--- src/rtl/mapper_pkg.sv ---
package mapper_pkg;
  localparam logic [7:0] MODE_SRAM_RO = 8'h00;
  localparam logic [7:0] MODE_SRAM_RW = 8'h0A;
  localparam logic [7:0] MODE_IN      = 8'h0B;
  localparam logic [7:0] MODE_OUT     = 8'h0C;
  localparam logic [7:0] MODE_COMMIT  = 8'h0D;

  localparam logic [2:0] REG_MODE   = 3'd0;
  localparam logic [2:0] REG_ROM    = 3'd1;
  localparam logic [2:0] REG_RAM    = 3'd2;
  localparam logic [2:0] REG_WINDOW = 3'd5;

  typedef struct packed {
    logic modeWr;
    logic romWr;
    logic ramWr;
    logic valueWr;
    logic sramWe;
    logic commit;
  } ctrlStrobes_t;
endpackage

--- src/rtl/mapper_ctrl.sv ---
module mapper_ctrl
  import mapper_pkg::*;
#(
  parameter int ADDR_W = 16
) (
  input  logic              clk,
  input  logic              rstN,
  input  logic              busWr,
  input  logic [ADDR_W-1:0] busAddr,
  input  logic [7:0]        modeQ,
  output ctrlStrobes_t      strobes,
  output logic              cmdStrobe
);
  localparam int REGION_LSB = ADDR_W - 3;

  logic [2:0] region;
  logic       winWr;

  assign region = busAddr[ADDR_W-1:REGION_LSB];
  assign winWr  = busWr && (region == REG_WINDOW);

  always_comb begin
    strobes         = '0;
    strobes.modeWr  = busWr && (region == REG_MODE);
    strobes.romWr   = busWr && (region == REG_ROM);
    strobes.ramWr   = busWr && (region == REG_RAM);
    strobes.valueWr = winWr && (modeQ == MODE_IN);
    strobes.sramWe  = winWr && (modeQ == MODE_SRAM_RW);
    strobes.commit  = winWr && (modeQ == MODE_COMMIT);
  end

  always_ff @(posedge clk) begin
    if (!rstN) cmdStrobe <= 1'b0;
    else       cmdStrobe <= strobes.commit;
  end
endmodule

--- src/rtl/mapper_dp.sv ---
module mapper_dp
  import mapper_pkg::*;
#(
  parameter int ROM_W = 7,
  parameter int RAM_W = 8
) (
  input  logic             clk,
  input  logic             rstN,
  input  ctrlStrobes_t     strobes,
  input  logic [7:0]       busWrData,
  input  logic [7:0]       sramRdData,
  input  logic             rspLoad,
  input  logic [7:0]       rspValue,
  output logic [7:0]       modeQ,
  output logic [ROM_W-1:0] romBank,
  output logic [RAM_W-1:0] sramBank,
  output logic [7:0]       valueQ,
  output logic [7:0]       rdData
);
  localparam logic [ROM_W-1:0] ROM_RESET = ROM_W'(1);

  always_ff @(posedge clk) begin
    if (!rstN) begin
      modeQ    <= MODE_SRAM_RO;
      romBank  <= ROM_RESET;
      sramBank <= '0;
      valueQ   <= '0;
    end else begin
      if (strobes.modeWr) modeQ    <= busWrData;
      if (strobes.romWr)  romBank  <= busWrData[ROM_W-1:0];
      if (strobes.ramWr)  sramBank <= RAM_W'(busWrData);
      if (strobes.valueWr)  valueQ <= 8'h80 | busWrData;
      else if (rspLoad)     valueQ <= rspValue;
    end
  end

  always_comb begin
    unique case (modeQ)
      MODE_SRAM_RO, MODE_SRAM_RW: rdData = sramRdData;
      MODE_IN, MODE_OUT:          rdData = 8'h80 | valueQ;
      default:                    rdData = 8'hFF;
    endcase
  end
endmodule

--- src/rtl/mapper_bus_if.sv ---
module mapper_bus_if
  import mapper_pkg::*;
#(
  parameter int ADDR_W = 16,
  parameter int ROM_W  = 7,
  parameter int RAM_W  = 8
) (
  input  logic              clk,
  input  logic              rstN,
  input  logic              busWr,
  input  logic [ADDR_W-1:0] busAddr,
  input  logic [7:0]        busWrData,
  output logic [7:0]        busRdData,
  input  logic [7:0]        sramRdData,
  output logic              sramWe,
  output logic [ROM_W-1:0]  romBank,
  output logic [RAM_W-1:0]  sramBank,
  output logic              cmdStrobe,
  output logic [7:0]        cmdValue,
  input  logic              rspLoad,
  input  logic [7:0]        rspValue
);
  ctrlStrobes_t strobes;
  logic [7:0]   modeQ;

  mapper_ctrl #(.ADDR_W(ADDR_W)) uCtrl (
    .clk(clk), .rstN(rstN), .busWr(busWr), .busAddr(busAddr),
    .modeQ(modeQ), .strobes(strobes), .cmdStrobe(cmdStrobe)
  );

  mapper_dp #(.ROM_W(ROM_W), .RAM_W(RAM_W)) uDp (
    .clk(clk), .rstN(rstN), .strobes(strobes), .busWrData(busWrData),
    .sramRdData(sramRdData), .rspLoad(rspLoad), .rspValue(rspValue),
    .modeQ(modeQ), .romBank(romBank), .sramBank(sramBank),
    .valueQ(cmdValue), .rdData(busRdData)
  );

  assign sramWe = strobes.sramWe;
endmodule

--- config.mk ---
export PLATFORM = sky130hd
export DESIGN_NAME = mapper_bus_if
export DESIGN_NICKNAME = d
export VERILOG_FILES = /design/src/rtl/mapper_pkg.sv /design/src/rtl/mapper_ctrl.sv /design/src/rtl/mapper_dp.sv /design/src/rtl/mapper_bus_if.sv
export SDC_FILE = /design/constraint.sdc
export NUM_CORES = 1
export LEC_CHECK = 0
export BUFFER_PORTS_ARGS = -buffer_cell sky130_fd_sc_hd__clkbuf_2
export CAP_MARGIN = 40
export CORE_MARGIN = 2
export CORE_UTILIZATION = 45
export DETAILED_ROUTE_END_ITERATION = 10
export GPL_ROUTABILITY_DRIVEN = 0
export PLACE_DENSITY_LB_ADDON = 0.2
export SYNTH_ARGS = -nofsm -noshare
export SYNTH_HDL_FRONTEND = slang
export SYNTH_SLANG_ARGS = --single-unit
export TNS_END_PERCENT = 50
--- constraint.sdc ---
create_clock -name clk -period 1.94 [get_ports clk]
set_clock_uncertainty 0.1 [all_clocks]
set_input_delay 0.097 -clock clk [delete_from_list [all_inputs] [get_ports clk]]
set_output_delay 0.097 -clock clk [all_outputs]
set_load 0.1 [all_outputs]
# Word level (Yosys, flattened, before mapping)
# Cells that the tools add are included.
dict set report word_totals {
  register_bits 32
  output_inout_bits 33
  word_cells 27
}
dict set report classes {
  eq_ne 7
  muxes 3
  reduce_logical 12
}
# operator n
set ops {}
lappend ops {{8-bit by 4-bit equality test with 1-bit output, second input constant} 4}
lappend ops {{8-bit two-way mux} 2}
lappend ops {{8-bit one-hot mux with 2 select lines} 1}
lappend ops {{8-bit zero test} 1}
lappend ops {{1-bit logical AND} 7}
lappend ops {{2-bit OR reduction} 2}
lappend ops {{3-bit by 1-bit equality test with 1-bit output, second input constant} 1}
lappend ops {{3-bit by 2-bit equality test with 1-bit output, second input constant} 1}
lappend ops {{3-bit equality test, second input constant} 1}
lappend ops {{3-bit zero test} 1}
lappend ops {{2-bit nonzero test} 1}

# Depth between registers and ports, before layout
# Gate-level depths: netlist of the first run.
dict set report depth {
  ltp_word 4
  mapped_depth 5
  mapped_depth_nobuf 3
}

# Cells and area by module
# A second synthesis of the first run with hierarchy kept.
dict set report hier_totals {
  hier_cells 161
  area_unflattened_um2 1537.7
}
# module instances cells_per_inst area_each_um2
set modules_own_cells {}
lappend modules_own_cells {mapper_dp 1 146 1411.4}
lappend modules_own_cells {mapper_ctrl 1 15 126.4}

# Worst setup path after synthesis of the first run
# Ideal clock, no wire load.
dict set report synth_timing {
  path_type {register to output}
  start {register uDp.modeQ[6]}
  end {output sramWe}
  t_arrival_ns 3.958
  setup_slack_ns -2.215
  stages_incl_launch_ff 4
  n_path_buf 1
  cell_sequence {dfxtp_1 or4_1 clkbuf_1 nor4_1}
}
dict set report synth_via {
  elab_chain_len 2
}
# item line
set synth_rtl {}
lappend synth_rtl {{start, declared} mapper_dp.sv:14} ;# output logic [7:0] modeQ,
lappend synth_rtl {{start signal, assigned} mapper_dp.sv:29} ;# if (strobes.modeWr) modeQ <= busWrData;
lappend synth_rtl {{8-bit by 4-bit equality test with 1-bit output} mapper_ctrl.sv:28} ;# strobes.sramWe = winWr && (modeQ == MODE_SRAM_RW);
lappend synth_rtl {{1-bit logical AND} mapper_ctrl.sv:28}
lappend synth_rtl {{end, declared} mapper_bus_if.sv:15} ;# output logic sramWe,
# No other way between the ends.

# Worst setup path after layout of the first run
dict set report layout_timing {
  start {register uDp.modeQ[7]}
  end {output busRdData[7]}
}
dict set report layout_via {
  elab_chain_len 3
  word_cells_on_any_way 7
  cone_classes {eq/ne: 3; mux: 1; reduce/logical: 3}
}
# item line
set layout_rtl {}
lappend layout_rtl {{8-bit by 4-bit equality test with 1-bit output / 8-bit zero test (equally long branches)} mapper_dp.sv:38} ;# unique case (modeQ)
lappend layout_rtl {{2-bit OR reduction} mapper_dp.sv:38}
lappend layout_rtl {{8-bit one-hot mux with 2 select lines *} mapper_dp.sv:38}
lappend layout_rtl {{end, declared} mapper_bus_if.sv:13} ;# output logic [7:0] busRdData,
# Mark *: on every way between the ends. The rest lies on a longest branch, timed or not.

==> results of run 1 <==
-- synthesized netlist by cell type (4+ instances only) --
| library cell | count |
|---|---|
| nor2b_1 | 14 |
| dfxtp_1 | 32 |
| o31ai_1 | 8 |
| nand3_1 | 9 |
| buf_2 | 4 |
| o211a_1 | 7 |
| a21boi_0 | 8 |
| mux2i_1 | 23 |
| clkbuf_1 | 7 |
| nand4_1 | 7 |
| nand2_1 | 17 |
| o21ai_0 | 7 |
-- kinds of logic (layout without fill, tap and decap cells) --
kind of cell           count (synthesis)  in the layout  synth area share, %
AND/OR/NAND/NOR                       64             64                 24.3
flip-flops                            32             32                 41.4
AO/OA/AOI/OAI                         31             31                 15.0
multiplexers                          23             23                 14.9
buffers and inverters                 12             89                 3.23
XOR/XNOR                               2              2                 1.13
-- where the power goes --
| group | total, mW | switching [mW] | internal, mW |
|---|---|---|---|
| Sequential | 0.690 | 0.0157 | 0.675 |
| Clock | 0.492 | 0.222 | 0.270 |
| Combinational | 0.593 | 0.401 | 0.192 |
| Total | 1.78 | 0.639 | 1.14 |
-- registers in the layout, indices dropped and copies added (netlist names) --
register and cells:
uDp.valueQ 8, uCtrl.cmdStrobe 1, uDp.romBank 7, uDp.modeQ 8
uDp.sramBank 8
-- stage by stage --
step                std cells  util (%)
floorplan                 164         -
global placement          269      63.5
detailed placement        269      63.5
CTS                       288      69.6
global route              287      69.7
finish                    287      69.7
-- metal layers --
metal	up-vias	part of all wire [%]	global-route usage (%)
met2	63	50	38.7
met4	0	1.5	8.06
met5	-	0	0
li1	753	-	-
met3	6	6.7	5.95
met1	689	42	23.9
-- layout make-up --
class                           instances  area, µm²
Multi-Input combinational cell        120        912
Fill cell                             267       1000
Timing Repair Buffer                   81        608
Clock buffer                            6       41.3
Sequential cell                        32        653
Tap cell                               46       57.6
Clock inverter                          2       35.0
-- worst max-delay path, delay by kind of cell (launching register included) --
kind,cells,cell delay [ns]
and+or+nand+nor,3,0.79
DFF,1,0.34
buffers and inverters,1,0.21
-- final timing paths --
| check | start | endpoint | slack [ns] | cells after the start |
|---|---|---|---|---|
| min | rspValue[4] | uDp.valueQ[4] | 0.02 | 4 |
| min reg2reg | uDp.modeQ[6] | uDp.modeQ[6] | 0.40 | 2 |
| max reg2reg | uDp.modeQ[7] | uDp.valueQ[0] | 0.06 | 3 |
| max | uDp.modeQ[7] | busRdData[7] | 0.06 | 4 |
-- repair_timing --
item	in CTS	in global routing
pin swaps	1	4
gates resized for setup	6	7
hold buffers	9	0
hold endpoints to repair	22	0
setup buffers	2	0
setup endpoints to repair	9	9
==> results.json, run 1 <==
{
  "htree_levels": 2,
  "async_flop_share_pct": 0,
  "grt_pass1_vias": 1509,
  "wl_per_cell_um": 14.0,
  "cts_tree": "done",
  "dp.final_hpwl_mm": 3.06,
  "crit_path_end_kind": "output port",
  "worstMarginPinSlew_ns": 0.682,
  "critPathKind": "flip-flop to output port",
  "io_buffers": 63,
  "setup_viol_count_final": 0,
  "layout_commonest_cell": "clkbuf_2",
  "relSlewSlack_pct": 54.4,
  "rsz0062_at_grt": "yes",
  "p_per_area_nw_per_um2": 769,
  "dieArea_um2": 3920,
  "yosysWarnings": 0,
  "nets": 284,
  "status": "finished clean",
  "viasPerCell": 5.26,
  "ys_top_cells_by_area": "dfxtp_1, mux2i_1, nor2b_1",
  "drt_wl_total_mm": 4.03,
  "critPathMaxFanout": 4,
  "cts_root_buf": "clkbuf_4",
  "ys_seq_area_share_pct": 41.4,
  "synth_edf_count": 0,
  "initial_core_util_pct": 46.7,
  "num_rows": 21,
  "synth_area_um2": 1550,
  "drive_gt1_share_pct": 39.4,
  "area_growth_pct": 49.1,
  "placed_cell_area_um2": 2100,
  "maxCapViolations": 0,
  "io_pins": 77,
  "synth_top_flop_cell": "dfxtp_1",
  "grt_max_degree": 33,
  "cts_sinks": 32,
  "setup_ws_ns": 0.0636,
  "ant_nets": 0,
  "synthCells": 164,
  "grt_pass1_wl_mm": 6.75,
  "cp.required_ns": 1.74,
  "total_leakage_power_nw": 0.997,
  "critical_path.cell_chain": "or4_4 -> nor2_1 -> nand3_1 -> buf_12",
  "vias": 1511,
  "yosysTopAreaCellShare_pct": 41.4,
  "max_freq_mhz": 533,
  "clockBufferDepth": 2,
  "fin_area_um2": 2310,
  "holdWs_ns": 0.0234,
  "n_antenna_cell": 0,
  "clk_latency_ns": 0.34,
  "fp.dieH_um": 62.6,
  "coreArea_um2": 3310,
  "yosysUniqueCellTypes": 27,
  "max_stage_delay_ns": 0.56,
  "drt_iter0_drc": 79,
  "crit_arrival_ns": 1.68,
  "syn_nets": 208,
  "clk_pin_slew_ns": 0.10,
  "die_w_um": 62.6,
  "total_power_mw": 1.78,
  "final_cell_mix": "clkbuf_2, dfxtp_1, mux2i_1, nand2_1, nor2b_1",
  "crit_slowest_cell": "or4_4",
  "peakVddDrop_mv": 0.427,
  "hp-class": "input port to flip-flop",
  "finalMaxSlewViolations": 0,
  "numCtsBuffers": 5,
  "drcViolationCount": 0,
  "start_kind": "flip-flop",
  "pre_cts_slack_ns": 0.118,
  "finalHoldViolCount": 0,
  "setup_tns_ns": 0,
  "min_period_ns": 1.88,
  "timing.final.crit_share_pct": 96.7,
  "yosys.area.top_type": "dfxtp_1",
  "drt_pre_antenna_iters": 4,
  "overflow": 0,
  "ys_seq_elements": 32,
  "grt_usage_pct": 21.5,
  "antenna_found_initial": 0,
  "avgSynthCellArea_um2": 9.44
}
(Power assumes the default switching activity.)
==> run 2: changes to the inputs <==
--- a/config.mk
+++ b/config.mk
@@ -5,6 +5,7 @@
 export SDC_FILE = /design/constraint.sdc
 export NUM_CORES = 1
 export LEC_CHECK = 0
+export ABC_AREA = 1
 export BUFFER_PORTS_ARGS = -buffer_cell sky130_fd_sc_hd__clkbuf_2
 export CAP_MARGIN = 40
 export CORE_MARGIN = 2
==> results.json, run 2 <==
{
  "pre_cts_slack_ns": 0.333,
  "drt_pre_antenna_iters": 4,
  "fin_area_um2": 2300,
  "placed_cell_area_um2": 2000,
  "final_cell_mix": "clkbuf_2, nand2_1, dfxtp_1, nand3_1, a21oi_1",
  "setup_tns_ns": 0,
  "n_antenna_cell": 0,
  "intPower_mw": 1.10,
  "drt_wl_total_mm": 4.13,
  "grt_max_degree": 26,
  "nets": 344,
  "synth_edf_count": 0,
  "yosys.area.top_type": "dfxtp_1",
  "synth_area_um2": 1560,
  "numCtsBuffers": 5,
  "async_flop_share_pct": 0,
  "total_power_mw": 1.91,
  "drcViolationCount": 0,
  "crit_arrival_ns": 1.62,
  "initial_core_util_pct": 46.6,
  "viasPerCell": 4.81,
  "endpoint": "busRdData[3]",
  "dp.final_hpwl_mm": 2.78,
  "area_growth_pct": 47.7,
  "critPathKind": "flip-flop to output port",
  "setup_ws_ns": 0.122,
  "crit_path_end_kind": "output port",
  "io_buffers": 63,
  "drive_gt1_share_pct": 33.6,
  "start_kind": "flip-flop",
  "htree_levels": 2,
  "maxCapViolations": 0,
  "fp.dieH_um": 62.8,
  "overflow": 0,
  "avgSynthCellArea_um2": 7.34,
  "critical_path.cell_chain": "inv_1 -> nand4_1 -> nand2_2 -> nand2_1 -> nand2_4 -> nand3_1 -> buf_12",
  "timing.final.crit_share_pct": 93.7,
  "yosysWarnings": 0,
  "ant_nets": 0,
  "vias": 1668,
  "total_leakage_power_nw": 1.14,
  "coreArea_um2": 3340,
  "p_per_area_nw_per_um2": 829,
  "cts_root_buf": "clkbuf_4",
  "synth_common_cells": "nand2_1, dfxtp_1, nand3_1",
  "ys_seq_area_share_pct": 41.2,
  "synth_most_common_cell": "nand2_1",
  "hp-class": "input port to flip-flop",
  "synth_top_flop_cell": "dfxtp_1",
  "dieArea_um2": 3950,
  "layout_commonest_cell": "clkbuf_2",
  "wl_per_cell_um": 11.9,
  "power_frac_comb_pct": 42.2,
  "status": "finished clean",
  "grt_pass1_vias": 1544,
  "rr_startpoint": "uDp.modeQ[2]",
  "min_period_ns": 1.82,
  "setup_viol_count_final": 0,
  "peakVddDrop_mv": 0.547,
  "reg.largest.list": "uDp.modeQ x8, uDp.sramBank x8, uDp.valueQ x8",
  "yosysTopAreaCellShare_pct": 41.2,
  "max_stage_delay_ns": 0.32,
  "cts_sinks": 32,
  "rrSetupSlack_ns": 0.55,
  "cts_tree": "done",
  "num_rows": 21,
  "finalHoldViolCount": 0,
  "crit_slowest_cell": "dfxtp_1",
  "ff2ff_path_depth": 8,
  "clk_pin_slew_ns": 0.10,
  "p_clk_share_pct": 21.2,
  "r2r_end": "uDp.valueQ[3]",
  "antenna_found_initial": 0,
  "grt_pass1_wl_mm": 7.09,
  "seq_power_share_pct": 36.7,
  "synthCells": 212,
  "clockBufferDepth": 2,
  "ys_top_cells_by_area": "dfxtp_1, nand3_1, nand2_1",
  "io_pins": 77,
  "worstMarginPinSlew_ns": 0.553,
  "die_w_um": 62.8,
  "finalMaxSlewViolations": 0,
  "utilization_pct": 68.9,
  "relSlewSlack_pct": 63.3,
  "ys_seq_elements": 32,
  "startpoint": "uDp.modeQ[2]",
  "cp.required_ns": 1.74,
  "swShare_pct": 42.2,
  "drt_iter0_drc": 48,
  "clk_latency_ns": 0.33,
  "max_freq_mhz": 550,
  "yosysUniqueCellTypes": 24,
  "grt_usage_pct": 22.6,
  "syn_nets": 256,
  "netSwitchingPower_mw": 0.805,
  "critPathMaxFanout": 7
}
## run 2: cell count changes after synthesis, moves of 4 or more
cell      before  now
nand2_1       17   39
nor2b_1       14    0
a21boi_0       8    0
o31ai_1        8    0
o21ai_0        7   22
inv_1          0   23
nand4_1        7    2
nand3_1        9   30
mux2i_1       23    0
nor2_1         2    7
inv_2          0    4
o211a_1        7    0
a21oi_1        0   28
clkbuf_1       7    3
## run 2: how the worst min path moves through the flow
stage,start,to,depth (start not counted)
after floorplan,rstN,uDp.modeQ[6],2
after global placement,rspValue[7],uDp.valueQ[7],3
after detailed placement,rspValue[7],uDp.valueQ[7],3
after CTS,busAddr[15],uDp.romBank[0],4
after global routing,busAddr[15],uDp.romBank[0],4
final,busAddr[15],uDp.romBank[0],4
## run 2: kinds of logic (layout without fill, tap and decap cells)
logic type | count (synthesis) | after routing | share of synthesized area, %
AO/OA/AOI/OAI | 52 | 52 | 17.0
AND/OR/NAND/NOR | 93 | 93 | 31.8
buffers and inverters | 35 | 124 | 10.0
flip-flops | 32 | 32 | 41.2
## run 2: repair_timing
action / in CTS / in global routing
hold endpoints to repair: 30 / 0
hold buffers: 17 / 0
pin swaps: 1 / 1
setup endpoints to repair: 7 / 7
resized for setup: 1 / 2
setup buffers: 1 / 7
## run 2: per-stage QoR
step | instances | hold slack (ns)
after floorplan | 212 | 0.135
final | 347 | 0.0584
after global routing | 347 | 0.0641
after CTS | 340 | 0.0460
after global placement | 314 | 0.262
after detailed placement | 314 | 0.259
## run 2: routing by layer
metal	track usage (%)	part of all wire, %	vias to the layer above
li1	-	-	876
met1	26.6	42	725
met2	38.3	49	58
met3	6.13	7.2	9
met4	10.3	1.6	0
met5	0	0	-
## run 2: layout make-up
cell class	count	area [µm²]
flip-flops and latches	32	641
clock buffers	6	51.3
multi-input cells	145	769
repair buffers	88	656
fillers	275	1040
well taps	46	57.6
clock inverters	2	10.0
inverters	28	115
## run 2: worst max-delay path: cells and delay by family, from the launching register on
kind / cells / cell delay [ns]
buf+inv: 2 / 0.31
flops: 1 / 0.32
simple gates: 5 / 0.65
## run 2: power groups by stage
stage	registers, mW	clock network, mW	logic [mW]
2_1_floorplan	0.854	0	0.390
3_3_place_gp	0.713	0	0.745
3_5_place_dp	0.714	0	0.748
4_1_cts	0.699	0.414	0.776
5_1_grt	0.703	0.436	0.839
6_report	0.699	0.403	0.804
==> run 3: changes to the inputs <==
--- a/config.mk
+++ b/config.mk
@@ -12,7 +12,7 @@
 export CORE_UTILIZATION = 45
 export DETAILED_ROUTE_END_ITERATION = 10
 export GPL_ROUTABILITY_DRIVEN = 0
-export PLACE_DENSITY_LB_ADDON = 0.2
+export PLACE_DENSITY = 0.79
 export SYNTH_ARGS = -nofsm -noshare
 export SYNTH_HDL_FRONTEND = slang
 export SYNTH_SLANG_ARGS = --single-unit
==> results.json, run 3 (synthesized netlist as in run 2, its figures left out) <==
{
  "io_buffers": 63,
  "reg.largest.list": "uDp.modeQ x8, uDp.sramBank x8, uDp.valueQ x8",
  "rsz0062_at_grt": "no",
  "io_pins": 77,
  "htree_levels": 2,
  "fillers": 294,
  "drcViolationCount": 0,
  "min_period_ns": 1.81,
  "cts_sinks": 32,
  "hp-class": "input port to flip-flop",
  "worstMarginPinSlew_ns": 0.550,
  "setup_viol_count_final": 0,
  "finalMaxSlewViolations": 0,
  "initial_core_util_pct": 46.6,
  "relSlewSlack_pct": 63.5,
  "layout_commonest_cell": "clkbuf_2",
  "grt_pass1_wl_mm": 6.68,
  "grt_usage_pct": 20.9,
  "clk_latency_ns": 0.32,
  "die_w_um": 62.8,
  "area_growth_pct": 46.8,
  "finalHoldViolCount": 0,
  "p_per_area_nw_per_um2": 829,
  "setup_ws_ns": 0.132,
  "peakVddDrop_mv": 0.473,
  "drt_pre_antenna_iters": 4,
  "pre_cts_slack_ns": 0.312,
  "ant_nets": 0,
  "n_antenna_cell": 0,
  "final_cell_mix": "clkbuf_2, nand2_1, dfxtp_1, nand3_1, a21oi_1",
  "dp_cells": 314,
  "start_kind": "flip-flop",
  "overflow": 0,
  "critPathMaxFanout": 7,
  "dp.final_hpwl_mm": 2.86,
  "drive_gt1_share_pct": 33.1,
  "dieArea_um2": 3950,
  "ff2ff_path_depth": 7,
  "fp.dieH_um": 62.8,
  "clockBufferDepth": 2,
  "cts_root_buf": "clkbuf_4",
  "total_leakage_power_nw": 1.13,
  "timing.final.crit_share_pct": 93.2,
  "vias": 1647,
  "grt_max_degree": 26,
  "num_rows": 21,
  "wl_per_cell_um": 11.3,
  "viasPerCell": 4.82,
  "antenna_found_initial": 0,
  "hold_depth": 5,
  "numCtsBuffers": 5,
  "drt_iter0_drc": 41,
  "multiInputGateArea_um2": 774,
  "crit_path_end_kind": "output port",
  "drt_wl_total_mm": 3.88,
  "final_cells": 342,
  "status": "finished clean",
  "clk_pin_slew_ns": 0.09,
  "maxCapViolations": 0,
  "seqCellArea_um2": 641,
  "nets": 339,
  "cts_tree": "done",
  "grt_pass1_vias": 1561,
  "critPathKind": "flip-flop to output port",
  "cp.required_ns": 1.74,
  "crit_arrival_ns": 1.61,
  "coreArea_um2": 3340,
  "max_freq_mhz": 553
}
[run 3: cell types whose count changed in the layout (fill, tap and decap cells not counted), sizes merged]
cell	change
buf	-3
clkbuf	+2
clkinv	-2
dlygate4sd3	-2
[run 3: where the power goes]
part           internal [mW]  switching, mW
clock                  0.179          0.212
combinational          0.249          0.558
sequential             0.682         0.0158
total                   1.11          0.785
[run 3: layout make-up]
class                   count  share of cell area (%)
clock buffers               8                    2.57
inverters                  28                    5.04
well taps                  46                    2.52
flip-flops and latches     32                    28.0
repair buffers             83                    27.9
multi-input cells         145                    33.9
[run 3: metrics by stage]
stage	utilization [%]	hold slack [ns]	area, µm²	power [mW]	TNS (ns)
final	68.5	0.0127	2280	1.89	0
after global routing	68.5	0.00386	2280	1.98	0
after CTS	66.4	0.00788	2210	1.88	0
after detailed placement	60.0	0.271	2000	1.46	0
after global placement	60.0	0.264	2000	1.46	0
after floorplan	-	0.135	1560	1.24	-0.120
[run 3: final timing paths]
path / slack [ns] / to / startpoint
min reg2reg: 0.35 / uDp.modeQ[6] / uDp.modeQ[6]
min: 0.01 / uDp.valueQ[4] / rspValue[4]
max: 0.13 / busRdData[6] / uDp.modeQ[0]
max reg2reg: 0.57 / uDp.valueQ[0] / uDp.modeQ[3]
[run 3: per-layer routing]
metal	vias to the layer above	GRT usage, %	routed length (µm)
met5	-	0	0
met4	0	8.89	50
met3	9	5.77	293
met2	68	34.1	1810
met1	702	25.8	1720
li1	868	-	-
[run 3: timing repair]
item,4_1_cts,5_1_grt
hold endpoints to repair,29,0
setup endpoints to repair,7,7
pin swaps,0,3
resized for setup,2,4
hold buffers,15,0
buffers inserted,0,5
[run 3: critical path: stages (launching register included)]
cell and delay [ns]:
dfxtp_1 0.35, inv_2 0.08, nand4_1 0.18, nand2_4 0.14
nand2_1 0.09, nand2_4 0.12, nand3_1 0.13, buf_12 0.19
